`config.mk`:
```
export PLATFORM = sky130hd
export DESIGN_NAME = gated_timer_pair
export DESIGN_NICKNAME = d
export VERILOG_FILES = /design/src/rtl/gtp_pkg.sv /design/src/rtl/gtp_rst_sync.sv /design/src/rtl/gtp_prescaler.sv /design/src/rtl/gtp_counter.sv /design/src/rtl/gtp_timer.sv /design/src/rtl/gated_timer_pair.sv
export SDC_FILE = /design/constraint.sdc
export NUM_CORES = 1
export LEC_CHECK = 0
export BUFFER_PORTS_ARGS = -buffer_cell sky130_fd_sc_hd__buf_2
export CAP_MARGIN = 20
export CORE_MARGIN = 3
export CORE_UTILIZATION = 62
export DETAILED_ROUTE_END_ITERATION = 6
export MAX_ROUTING_LAYER = met4
export PLACE_DENSITY = 0.81
export REMOVE_ABC_BUFFERS = 1
export SYNTH_ARGS = -nofsm -noshare
export SYNTH_HDL_FRONTEND = slang
export SYNTH_SLANG_ARGS = --single-unit
```
`constraint.sdc`:
```
create_clock -name clk -period 6.9 [get_ports clk]
set_clock_uncertainty 0.1 [all_clocks]
set_input_delay 1.035 -clock clk [delete_from_list [all_inputs] [get_ports clk]]
set_output_delay 1.035 -clock clk [all_outputs]
set_load 0.02 [all_outputs]
```
`src/rtl/gtp_pkg.sv`:
```
package gtp_pkg;
  typedef enum logic [2:0] {
    A_CTRL = 3'd0,
    A_PSC  = 3'd1,
    A_CMP  = 3'd2,
    A_RLD  = 3'd3,
    A_CNT  = 3'd4,
    A_EVT  = 3'd5,
    A_FLAG = 3'd6,
    A_RSVD = 3'd7
  } reg_addr_e;

  localparam logic [2:0] MOS_CMPREF  = 3'b100;
  localparam logic [2:0] TSEL_PEER   = 3'b000;
  localparam logic [2:0] SMODE_GATED = 3'b101;

  typedef struct packed {
    logic [2:0] smode;
    logic [2:0] tsel;
    logic [2:0] mos;
    logic       en;
  } ctrl_t;

  localparam int CTRL_W = $bits(ctrl_t);
endpackage

```
`src/rtl/gtp_rst_sync.sv`:
```
module gtp_rst_sync (
  input  logic clk,
  input  logic rst_n,
  output logic rst_sync_n
);
  logic [1:0] sync_q;

  always_ff @(posedge clk or negedge rst_n) begin
    if (!rst_n) sync_q <= 2'b00;
    else        sync_q <= {sync_q[0], 1'b1};
  end

  assign rst_sync_n = sync_q[1];
endmodule

```
`src/rtl/gtp_prescaler.sv`:
```
module gtp_prescaler #(
  parameter int PSC_W = 16
) (
  input  logic             clk,
  input  logic             rst_n,
  input  logic             run,
  input  logic             clr,
  input  logic [PSC_W-1:0] psc,
  output logic             tick
);
  logic [PSC_W-1:0] pcnt_q, pcnt_d;

  assign tick = run && (pcnt_q >= psc);

  always_comb begin
    pcnt_d = pcnt_q;
    if (clr)       pcnt_d = '0;
    else if (tick) pcnt_d = '0;
    else if (run)  pcnt_d = pcnt_q + 1'b1;
  end

  always_ff @(posedge clk or negedge rst_n) begin
    if (!rst_n) pcnt_q <= '0;
    else        pcnt_q <= pcnt_d;
  end

  AST_PSC_FREEZE: assert property (@(posedge clk) disable iff (!rst_n)
    (!run && !clr) |=> $stable(pcnt_q));
endmodule

```
`src/rtl/gtp_counter.sv`:
```
module gtp_counter #(
  parameter int CNT_W = 16
) (
  input  logic             clk,
  input  logic             rst_n,
  input  logic             clr,
  input  logic             ld,
  input  logic [CNT_W-1:0] ld_val,
  input  logic             step,
  input  logic [CNT_W-1:0] rld,
  output logic [CNT_W-1:0] cnt
);
  logic [CNT_W-1:0] cnt_q, cnt_d;

  always_comb begin
    cnt_d = cnt_q;
    if (clr)       cnt_d = '0;
    else if (ld)   cnt_d = ld_val;
    else if (step) cnt_d = (cnt_q == rld) ? '0 : cnt_q + 1'b1;
  end

  always_ff @(posedge clk or negedge rst_n) begin
    if (!rst_n) cnt_q <= '0;
    else        cnt_q <= cnt_d;
  end

  assign cnt = cnt_q;

  AST_WRAP_ZERO: assert property (@(posedge clk) disable iff (!rst_n)
    (step && !clr && !ld && cnt_q == rld) |=> (cnt_q == '0));
endmodule

```
`src/rtl/gtp_timer.sv`:
```
module gtp_timer
  import gtp_pkg::*;
#(
  parameter int CNT_W = 16
) (
  input  logic             clk,
  input  logic             rst_n,
  input  logic             wr_hit,
  input  logic [2:0]       wr_addr,
  input  logic [CNT_W-1:0] wr_data,
  input  logic             trig_in,
  output logic [CNT_W-1:0] cnt,
  output logic             cmp_ref,
  output logic             trgo,
  output logic             tflag
);
  ctrl_t            ctrl_q, ctrl_d;
  logic [CNT_W-1:0] psc_q, psc_d, cmp_q, cmp_d, rld_q, rld_d;
  logic             flag_q, flag_d;
  logic             trig_s_q;
  logic             sel_trig, gated, tick, step, ug_wr, ld_wr, flag_clr;
  reg_addr_e        addr;

  assign addr     = reg_addr_e'(wr_addr);
  assign ug_wr    = wr_hit && (addr == A_EVT) && wr_data[0];
  assign ld_wr    = wr_hit && (addr == A_CNT);
  assign flag_clr = wr_hit && (addr == A_FLAG) && !wr_data[0];

  assign sel_trig = (ctrl_q.tsel == TSEL_PEER) ? trig_in : 1'b0;
  assign gated    = (ctrl_q.smode == SMODE_GATED);
  assign step     = tick && (!gated || trig_s_q);

  assign cmp_ref  = ctrl_q.en && (cnt < cmp_q);
  assign trgo     = (ctrl_q.mos == MOS_CMPREF) ? cmp_ref : 1'b0;
  assign tflag    = flag_q;

  always_comb begin
    ctrl_d = ctrl_q;
    psc_d  = psc_q;
    cmp_d  = cmp_q;
    rld_d  = rld_q;
    if (wr_hit) begin
      case (addr)
        A_CTRL:  ctrl_d = ctrl_t'(wr_data[CTRL_W-1:0]);
        A_PSC:   psc_d  = wr_data;
        A_CMP:   cmp_d  = wr_data;
        A_RLD:   rld_d  = wr_data;
        default: ;
      endcase
    end
    flag_d = flag_q;
    if (gated && (sel_trig != trig_s_q)) flag_d = 1'b1;
    else if (flag_clr)                   flag_d = 1'b0;
  end

  always_ff @(posedge clk or negedge rst_n) begin
    if (!rst_n) begin
      ctrl_q   <= '0;
      psc_q    <= '0;
      cmp_q    <= '0;
      rld_q    <= '1;
      flag_q   <= 1'b0;
      trig_s_q <= 1'b0;
    end else begin
      ctrl_q   <= ctrl_d;
      psc_q    <= psc_d;
      cmp_q    <= cmp_d;
      rld_q    <= rld_d;
      flag_q   <= flag_d;
      trig_s_q <= sel_trig;
    end
  end

  gtp_prescaler #(.PSC_W(CNT_W)) u_psc (
    .clk  (clk),
    .rst_n(rst_n),
    .run  (ctrl_q.en),
    .clr  (ug_wr),
    .psc  (psc_q),
    .tick (tick)
  );

  gtp_counter #(.CNT_W(CNT_W)) u_cnt (
    .clk   (clk),
    .rst_n (rst_n),
    .clr   (ug_wr),
    .ld    (ld_wr),
    .ld_val(wr_data),
    .step  (step),
    .rld   (rld_q),
    .cnt   (cnt)
  );

  AST_UG_CLEARS: assert property (@(posedge clk) disable iff (!rst_n)
    ug_wr |=> (cnt == '0));
  AST_CNT_LOAD: assert property (@(posedge clk) disable iff (!rst_n)
    (ld_wr && !ug_wr) |=> (cnt == $past(wr_data)));
  AST_GATE_HOLD: assert property (@(posedge clk) disable iff (!rst_n)
    (gated && !trig_s_q && !ld_wr && !ug_wr) |=> $stable(cnt));
  AST_FLAG_SET: assert property (@(posedge clk) disable iff (!rst_n)
    (gated && (sel_trig != trig_s_q)) |=> tflag);
endmodule

```
`src/rtl/gated_timer_pair.sv`:
```
module gated_timer_pair #(
  parameter int CNT_W = 16
) (
  input  logic             clk,
  input  logic             rst_n,
  input  logic             wr_en,
  input  logic             wr_tmr,
  input  logic [2:0]       wr_addr,
  input  logic [CNT_W-1:0] wr_data,
  output logic [CNT_W-1:0] mst_cnt,
  output logic [CNT_W-1:0] slv_cnt,
  output logic             mst_ref,
  output logic             slv_tflag
);
  localparam int NUM_TMR = 2;

  logic                rst_sync_n;
  logic [CNT_W-1:0]    cnt_w [NUM_TMR];
  logic [NUM_TMR-1:0]  ref_w, trgo_w, flag_w;
  logic                unused_bits;

  gtp_rst_sync u_rst (
    .clk       (clk),
    .rst_n     (rst_n),
    .rst_sync_n(rst_sync_n)
  );

  for (genvar g = 0; g < NUM_TMR; g++) begin : g_tmr
    gtp_timer #(.CNT_W(CNT_W)) u_tmr (
      .clk    (clk),
      .rst_n  (rst_sync_n),
      .wr_hit (wr_en && (wr_tmr == 1'(g))),
      .wr_addr(wr_addr),
      .wr_data(wr_data),
      .trig_in(trgo_w[NUM_TMR-1-g]),
      .cnt    (cnt_w[g]),
      .cmp_ref(ref_w[g]),
      .trgo   (trgo_w[g]),
      .tflag  (flag_w[g])
    );
  end

  assign mst_cnt     = cnt_w[0];
  assign slv_cnt     = cnt_w[1];
  assign mst_ref     = ref_w[0];
  assign slv_tflag   = flag_w[1];
  assign unused_bits = ref_w[1] ^ flag_w[0];
endmodule

```
# After elaboration in Yosys (flattened, before gate mapping)
# Index checks and enable logic that the tools add are counted.
[totals]
out_inout_bits = 34
ff_bits = 185
word_cells = 102
input_bits = 23
[classes]
muxes = 20
bitwise = 1
n_lt_le_gt_ge = 4
reduce_logical = 38
add_sub_neg = 4
eq_ne = 13
[ops]
columns = ["operator", "n"]
rows = [
  ["16-bit two-way mux", 14],
  ["16-bit by 1-bit adder with 16-bit output, second input constant", 4],
  ["16-bit == test", 2],
  ["16-bit greater-or-equal comparator", 2],
  ["16-bit < comparator", 2],
  ["3-bit == test, second input constant", 7],
  ["1-bit logical AND", 17],
  ["2-bit AND reduction", 8],
  ["3-bit nonzero test", 4],
  ["3-bit logical NOT", 3],
  ["3-bit by 2-bit == test with 1-bit output, second input constant", 2],
  ["1-bit two-way mux", 6],
  ["3-bit by 1-bit == test with 1-bit output, second input constant", 1],
  ["1-bit logical NOT", 3],
  ["1-bit logical OR", 2],
  ["2-bit nonzero test", 1],
  ["1-bit inequality test", 1],
  ["1-bit NOT", 1],
]

# Depth between registers and ports, before layout
# Gate-level depths: netlist of the first run.
[logic_depth]
ltp_word = 7
mapped_depth = 9
ltp_nobuf = 8

# Hierarchy
# Synthesis of the first run repeated with hierarchy kept, for this count alone.
[unflattened]
hier_cells = 1007
area_unflattened_um2 = 10765.3
[modules_own_cells]
columns = ["mod", "n_inst", "area_each_um2", "cells_each", "seq_area_each_um2"]
rows = [
  ["gtp_timer", 2, 2720.1, 210, 1521.5],
  ["gtp_prescaler", 2, 1363.8, 153, 400.4],
  ["gtp_counter", 2, 1263.7, 138, 400.4],
  ["gtp_rst_sync", 1, 53.8, 3, 50.0],
  ["gated_timer_pair", 1, 16.3, 2, 0.0],
]

# Least setup slack after synthesis of the first run
# OpenSTA, ideal clock, no wires.
[synth_timing]
kind = "register to output"
startpoint = "reg g_tmr[0].u_tmr.u_cnt.cnt_q[4]"
endpoint = "out mst_ref"
slack_ns = 3.815
required_ns = 5.765
path_stages_with_launch = 6
t_arrival_ns = 1.950
n_path_buf = 0
path_cell_list = "dfrtp_1 > ha_1 > a211o_1 > o211ai_1 > o211ai_1 > a211oi_1"
[synth_via]
elab_chain_cells = 2
[synth_rtl]
columns = ["item", "line_no", "source"]
rows = [
  ["from (decl)", "gtp_counter.sv:13", "logic [CNT_W-1:0] cnt_q, cnt_d;"],
  ["from (signal assigned)", "gtp_counter.sv:24", "else cnt_q <= cnt_d;"],
  ["16-bit < comparator", "gtp_timer.sv:33", "assign cmp_ref = ctrl_q.en && (cnt < cmp_q);"],
  ["1-bit logical AND", "gtp_timer.sv:33", ""],
  ["to (decl)", "gated_timer_pair.sv:12", "output logic mst_ref,"],
]
# No other way between the ends.

# Worst setup path in the final report of the first run
# Same ends and word-level chain as after synthesis.

==> reports/qor.txt, run 1 <==
Final setup vio count: 0
Slowest Stage Delay on Critical Path: 480 ps
CTS Hold Bufs: 0
Clock Latency Late Sink: 430 ps
Vias per cell: 6.33
Synthesized cell area: 10400 um^2
Clk buf depth: 2
F_max: 0.278 GHz
Vias in the first global route: 7940
Chip width: 136 um
CTS Buf Count: 17
Clock root buffer: clkbuf_16
Fin crit share: 0.522
GRT Total Usage: 0.304
Most frequent cell after synthesis: dfrtp_1
Multi-input gate area: 5260 um^2
FP Rows: 46
Routed Wire Length: 26.5 mm
Initial antenna violation count: 0
IO Port Bufs: 56
Most used DFF post-synth: dfrtp_1
DR vias: 8412
Asr flop ratio synth: 1.00
Ant diodes: 0
Die ar.: 18400 um^2
Share of layout cells above drive strength 1: 0.203
Post-route DRC: 0
Leakage power: 5.01 nW
CP top delay family: compound AO/OA/AOI/OAI gates
Pins Over Slew Limit: 0
Ports: 57
Outcome: finished, final reports clean
Post-synth top area share: 0.368
Initial DRC Count: 876
GRT overflow: 0
Slew of the pin with the lowest slew margin: 948 ps
Max-slew headroom: 0.368
Hold WC Path Type: reg -> async
Power Dens Cells: 307 nW/um^2
GPL Wtd Cong: 0.899
Worst setup margin: 3300 ps
Mux cell area share after synthesis: 0.0885
Core area: 16200 um^2
Setup TNS: 0 ps
Pre-antenna DRT Iters: 5
Mapped Avg Cell Area: 9.86 um^2
Post_cts resized: 0
Fin crit period: 3600 ps
RSZ-0062 raised after global routing: false
Critical path data arrival time: 2470 ps
Fin. Hold Viols: 0
Critical Path Fanout Max: 9
Adder-cell share of the synthesized area: 0.0793
First-pass GRT wire length: 42.2 mm
Clk sinks: 185
Number of max-cap violations: 0
# fillers: 1196
Wire per inst: 20.0 um
DP Worst Slack: 3660 ps
Largest family of logic cells by synthesized area: compound AO/OA/AOI/OAI gates
Crit Path Category: reg -> out
Starting Density: 0.644
Largest net degree at the start of global routing: 76
Compound-Gate Fraction of Synth Area: 0.154
Number of synthesized flops with an enable pin: 0
Slowest CP cell: dfrtp_1
Critical path cell sequence: ha_1 > a211o_1 > o211ai_1 > o211ai_1 > a211oi_1 > buf_2
Synth area leader: dfrtp_1
Simple logic cell fraction of the synthesized area: 0.148
CTS clock-pin slew for the worst setup and hold paths: 70 ps
CTS tree: done
Cell variety after synth: 69
Most common library cells after synthesis: dfrtp_1 (153), nand2_1 (120), o21ai_0 (79)
Buf+Inv Stages, Crit Path: 1
Seq/Total Area, Yosys: 0.448
Crit path top cell by count: o211ai_1
Worst Setup Start Kind: flip-flop
CTS H-tree depth: 4
HPWL Detailed: 17.3 mm
Largest cells by area after synthesis: dfrtp_1 (37%), dfstp_2 (8.1%), ha_1 (7.9%), mux2_2 (7.9%), nand2_1 (4.3%)
Worst path required time: 5760 ps
FF+latch area: 4670 um^2
Layout net count: 1188
VDD IR max: 0.000211 V
DIE HEIGHT: 136 um
Area Overhead vs Synth: 10.3%
Crit path capture type: output port
Syn Inst Count: 1056
Yosys warnings: 0
XOR/XNOR share of the synthesized area: 0.0328
#FFs+latches synth: 185
Antenna-violating nets left: 0
Tot Pwr: 3.53 mW
Postcts setup bufs: 0
[logic make-up (layout without fill, tap and decap cells)]
family,after synthesis,after routing
AND/OR/NAND/NOR,314,314
AO/OA/AOI/OAI,246,246
flip-flops,185,185
buffers and inverters,122,178
multiplexers,83,83
adder cells (fa/ha/maj),66,66
XOR/XNOR,39,39
other,1,1
[worst reg2reg max path, delay by kind of cell, from the launching register on]
kind,cells,cell delay (ps)
compound gates,4,1610
fa+ha+maj,1,390
flops,1,470
simple gates,2,360
[layer usage]
metal / track usage / vias to the layer above / wire [um]
li1: - / 3887 / -
met1: 0.426 / 4092 / 11800
met2: 0.452 / 382 / 12200
met3: 0.0568 / 51 / 1800
met4: 0.0974 / 0 / 720
met5: - / - / 0
[flip-flops by register name (all words and copies together), names as in the netlist]
name	flops
g_tmr.u_tmr.cmp_q	32
g_tmr.u_tmr.ctrl_q	20
g_tmr.u_tmr.psc_q	32
g_tmr.u_tmr.rld_q	32
g_tmr.u_tmr.tflag	1
g_tmr.u_tmr.trig_s_q	2
g_tmr.u_tmr.u_cnt.cnt	32
g_tmr.u_tmr.u_psc.pcnt_q	32
u_rst.sync_q	2
[power by group]
group	switching [mW]	internal [mW]	leakage, nW
Sequential	0.220	1.34	2.22
Combinational	0.533	0.432	2.50
Clock	0.421	0.579	0.296
[layout make-up]
cell class                 instances  area share
multi-input combinational        749       0.458
sequential                       185       0.407
clock buffer                      20      0.0389
timing repair buffer              72      0.0355
inverter                          74      0.0242
tap                              216      0.0235
clock inverter                    12      0.0130
[cell usage in the layout, fill, tap and decap left out, types with 16 or more instances in the layout]
master / count
buf_2: 56
o21ai_0: 79
nand2_1: 120
dfrtp_1: 152
xnor2_1: 35
nor3_1: 17
mux2_2: 73
ha_1: 66
a21oi_1: 46
nor2_1: 38
clkbuf_16: 17
inv_1: 74
nand3_1: 35
nand4_1: 25
a31oi_1: 17
dfstp_2: 32
a22o_1: 16
[final timing paths]
| path | from | endpoint | slack [ps] | depth (start not counted) |
|---|---|---|---|---|
| worst min-delay path | u_rst.sync_q[1] | g_tmr[1].u_tmr.cmp_q[14] | 190 | 0 |
| worst max-delay path | g_tmr[0].u_tmr.u_cnt.cnt[4] | mst_ref | 3300 | 6 |
| worst max register to register | g_tmr[0].u_tmr.u_psc.pcnt_q[7] | g_tmr[0].u_tmr.u_cnt.cnt[13] | 3900 | 7 |
| min in group clk | u_rst.sync_q[0] | u_rst.sync_q[1] | 260 | 0 |
| worst min register to register | u_rst.sync_q[1] | g_tmr[1].u_tmr.cmp_q[14] | 190 | 0 |
| max in group asynchronous | u_rst.sync_q[1] | g_tmr[0].u_tmr.u_cnt.cnt[11] | 5180 | 1 |
[per-stage QoR]
stage               cells  area (um^2)  hold WS (ps)  utilization
finish               1328        11500           189        0.710
global route         1328        11500           224        0.710
CTS                  1326        11500           210        0.709
detailed placement   1294        10900           201        0.672
global placement     1294        10900           202        0.672
floorplan            1008        10200           231            -
(Power assumes the default switching activity.)
==> run 2: changes to the inputs <==
- clock period: 6.9 -> 3.4 ns (I/O delays scaled with it)
==> run 2 against run 1 <==
Net effect:
- hold slack gained 69 ps
- largest power group unchanged
- clock power grew 93%
- cell count grew 0.38%
- critical path type unchanged
- highest routed layer unchanged
==> reports/qor.txt, run 2 (synthesis results as in run 1) <==
DIE HEIGHT: 136 um (unchanged)
Placed cells: 1300 (+0.46%)
Fin crit period: 3190 ps
Critical path data arrival time: 2580 ps (+110 ps)
Reg power frac: 0.449 (+0.006)
Outcome: finished, final reports clean
Wire per inst: 20.4 um (+2.3%)
GRT Total Usage: 0.313 (+0.00874)
Antenna-violating nets left: 0 (unchanged)
Largest net degree at the start of global routing: 75 (-1.3%)
RSZ-0062 raised after global routing: false
Routed Wire Length: 27.3 mm (+2.7%)
Highest metal used: met4
Max-slew headroom: 0.441 (+0.0727)
Clk buf depth: 2 (unchanged)
Clock network fraction of design power: 0.272 (-0.012)
FP Rows: 46 (unchanged)
Setup TNS: 0 ps (unchanged)
Slew of the pin with the lowest slew margin: 839 ps (-109 ps)
Final setup vio count: 0 (unchanged)
GPL Wtd Cong: 0.917 (+2.0%)
Sw Pwr: 2.40 mW (+100%)
Slowest CP cell: dfrtp_1
Pint: 4.68 mW (+99%)
Post-route DRC: 0 (unchanged)
Crit path capture type: output port
Fin cells: 1333 (+0.38%)
CTS Buf Count: 17 (unchanged)
Crit Path Category: reg -> out
Pins Over Slew Limit: 0 (unchanged)
Min Hold Slack: 258 ps (+68.9 ps)
GRT overflow: 0 (unchanged)
Share of layout cells above drive strength 1: 0.208 (+0.00446)
IO Port Bufs: 56 (unchanged)
F_max: 0.313 GHz
Sum of routed wire segments on met1: 11.7 mm (-0.64%)
CTS H-tree depth: 4 (unchanged)
Met3 routed WL: 1.83 mm (+1.4%)
CTS tree: done
Worst Setup Start Kind: flip-flop
Area Overhead vs Synth: 10.5%
HPWL Detailed: 17.9 mm (+3.4%)
Hold WC Path Type: reg -> async
Critical Path Fanout Max: 9 (unchanged)
Clock Latency Late Sink: 440 ps (about the same)
Core area: 16200 um^2 (unchanged)
Initial DRC Count: 700 (-20%)
Clock root buffer: clkbuf_16
Clk sinks: 185 (unchanged)
CTS clock-pin slew for the worst setup and hold paths: 70 ps (about the same)
VDD IR max: 0.000434 V (+110%)
Commonest cells after routing, fill and taps aside: dfrtp_1 (152), nand2_1 (120), o21ai_0 (79)
Vias per cell: 6.31 (-0.34%)
Fin crit share: 0.939
Number of max-cap violations: 0 (unchanged)
Die ar.: 18400 um^2 (unchanged)
Layout net count: 1193 (+0.42%)
First-pass GRT wire length: 43.2 mm (+2.2%)
Slowest Stage Delay on Critical Path: 490 ps (about the same)
DR WL met2: 12.9 mm (+5.3%)
Crit path top cell by count: o211ai_1
Power Dens Cells: 615 nW/um^2 (+100%)
Starting Density: 0.644 (unchanged)
Initial antenna violation count: 0 (unchanged)
Worst path required time: 2790 ps (-2970 ps)
Pre-antenna DRT Iters: 5 (unchanged)
Leakage power: 5.02 nW (+0.21%)
Fin. Hold Viols: 0 (unchanged)
Post_cts resized: 0 (unchanged)
Post-Route Utilization: 0.712 (+0.00139)
Ant diodes: 0 (unchanged)
Postcts setup bufs: 0 (unchanged)
Combinational share of power: 0.278 (+0.004)
Sw Share: 0.339 (+0.00657)
DR vias: 8415 (+0.036%)
Critical path cell sequence: ha_1 > a211o_1 > o211ai_1 > o211ai_1 > a211oi_1 > buf_2
Vias in the first global route: 8153 (+2.7%)
Commonest non-fill, non-tap cell in the layout: dfrtp_1
Ports: 57 (unchanged)
Chip width: 136 um (unchanged)
-- run 2: cell type report --
class	count	area (um^2)
clock buffers	18	429
multi-input cells	749	5260
fillers	1154	4670
inverters	74	278
clock inverters	14	131
repair buffers	77	465
flip-flops and latches	185	4670
well taps	216	270
-- run 2: power by group through the flow --
stage / logic (mW) / registers (mW) / clock network, mW
after floorplan: 1.29 / 3.20 / 0
after global placement: 1.84 / 3.18 / 0
after detailed placement: 1.93 / 3.20 / 0
after CTS: 1.96 / 3.17 / 1.94
after global routing: 2.19 / 3.24 / 2.03
final: 1.97 / 3.18 / 1.93
-- run 2: routing by layer --
metal | up-vias | track usage
met4 | 0 | 0.126
met3 | 67 | 0.0658
met1 | 4114 | 0.415
met2 | 337 | 0.473
li1 | 3897 | -
met5 | - | -
-- run 2: timing repair --
item	CTS	global route
hold buffers	1	0
endpoints found under the hold margin	2	0
setup endpoints to repair	0	0
-- run 2: final timing paths --
check | from | to | slack (ps) | cells past startpoint
max in group asynchronous | u_rst.sync_q[1] | g_tmr[0].u_tmr.rld_q[8] | 2120 | 1
min in group clk | u_rst.sync_q[0] | u_rst.sync_q[1] | 260 | 0
worst min register to register | u_rst.sync_q[1] | g_tmr[1].u_tmr.cmp_q[13] | 260 | 0
worst max-delay path | g_tmr[0].u_tmr.u_cnt.cnt[4] | mst_ref | 210 | 6
worst max register to register | g_tmr[0].u_tmr.u_psc.pcnt_q[7] | g_tmr[0].u_tmr.u_cnt.cnt[1] | 690 | 7
worst min-delay path | u_rst.sync_q[1] | g_tmr[1].u_tmr.cmp_q[13] | 260 | 0
-- run 2: metrics by stage --
step | cell area, um^2 | worst slack, ps | total power [mW]
after global routing | 11500 | 198 | 7.46
after CTS | 11500 | 254 | 7.07
after detailed placement | 10900 | 715 | 5.13
after floorplan | 10200 | -2180 | 4.48
final | 11500 | 208 | 7.08
after global placement | 10900 | 785 | 5.02
-- run 2: worst max-delay path: cells and delay by family (launching register included) --
family / cells / cell delay (ps)
AO/OA/AOI/OAI: 4 / 1060
flip-flops: 1 / 490
adder cells (fa/ha/maj): 1 / 360
buffers and inverters: 1 / 250
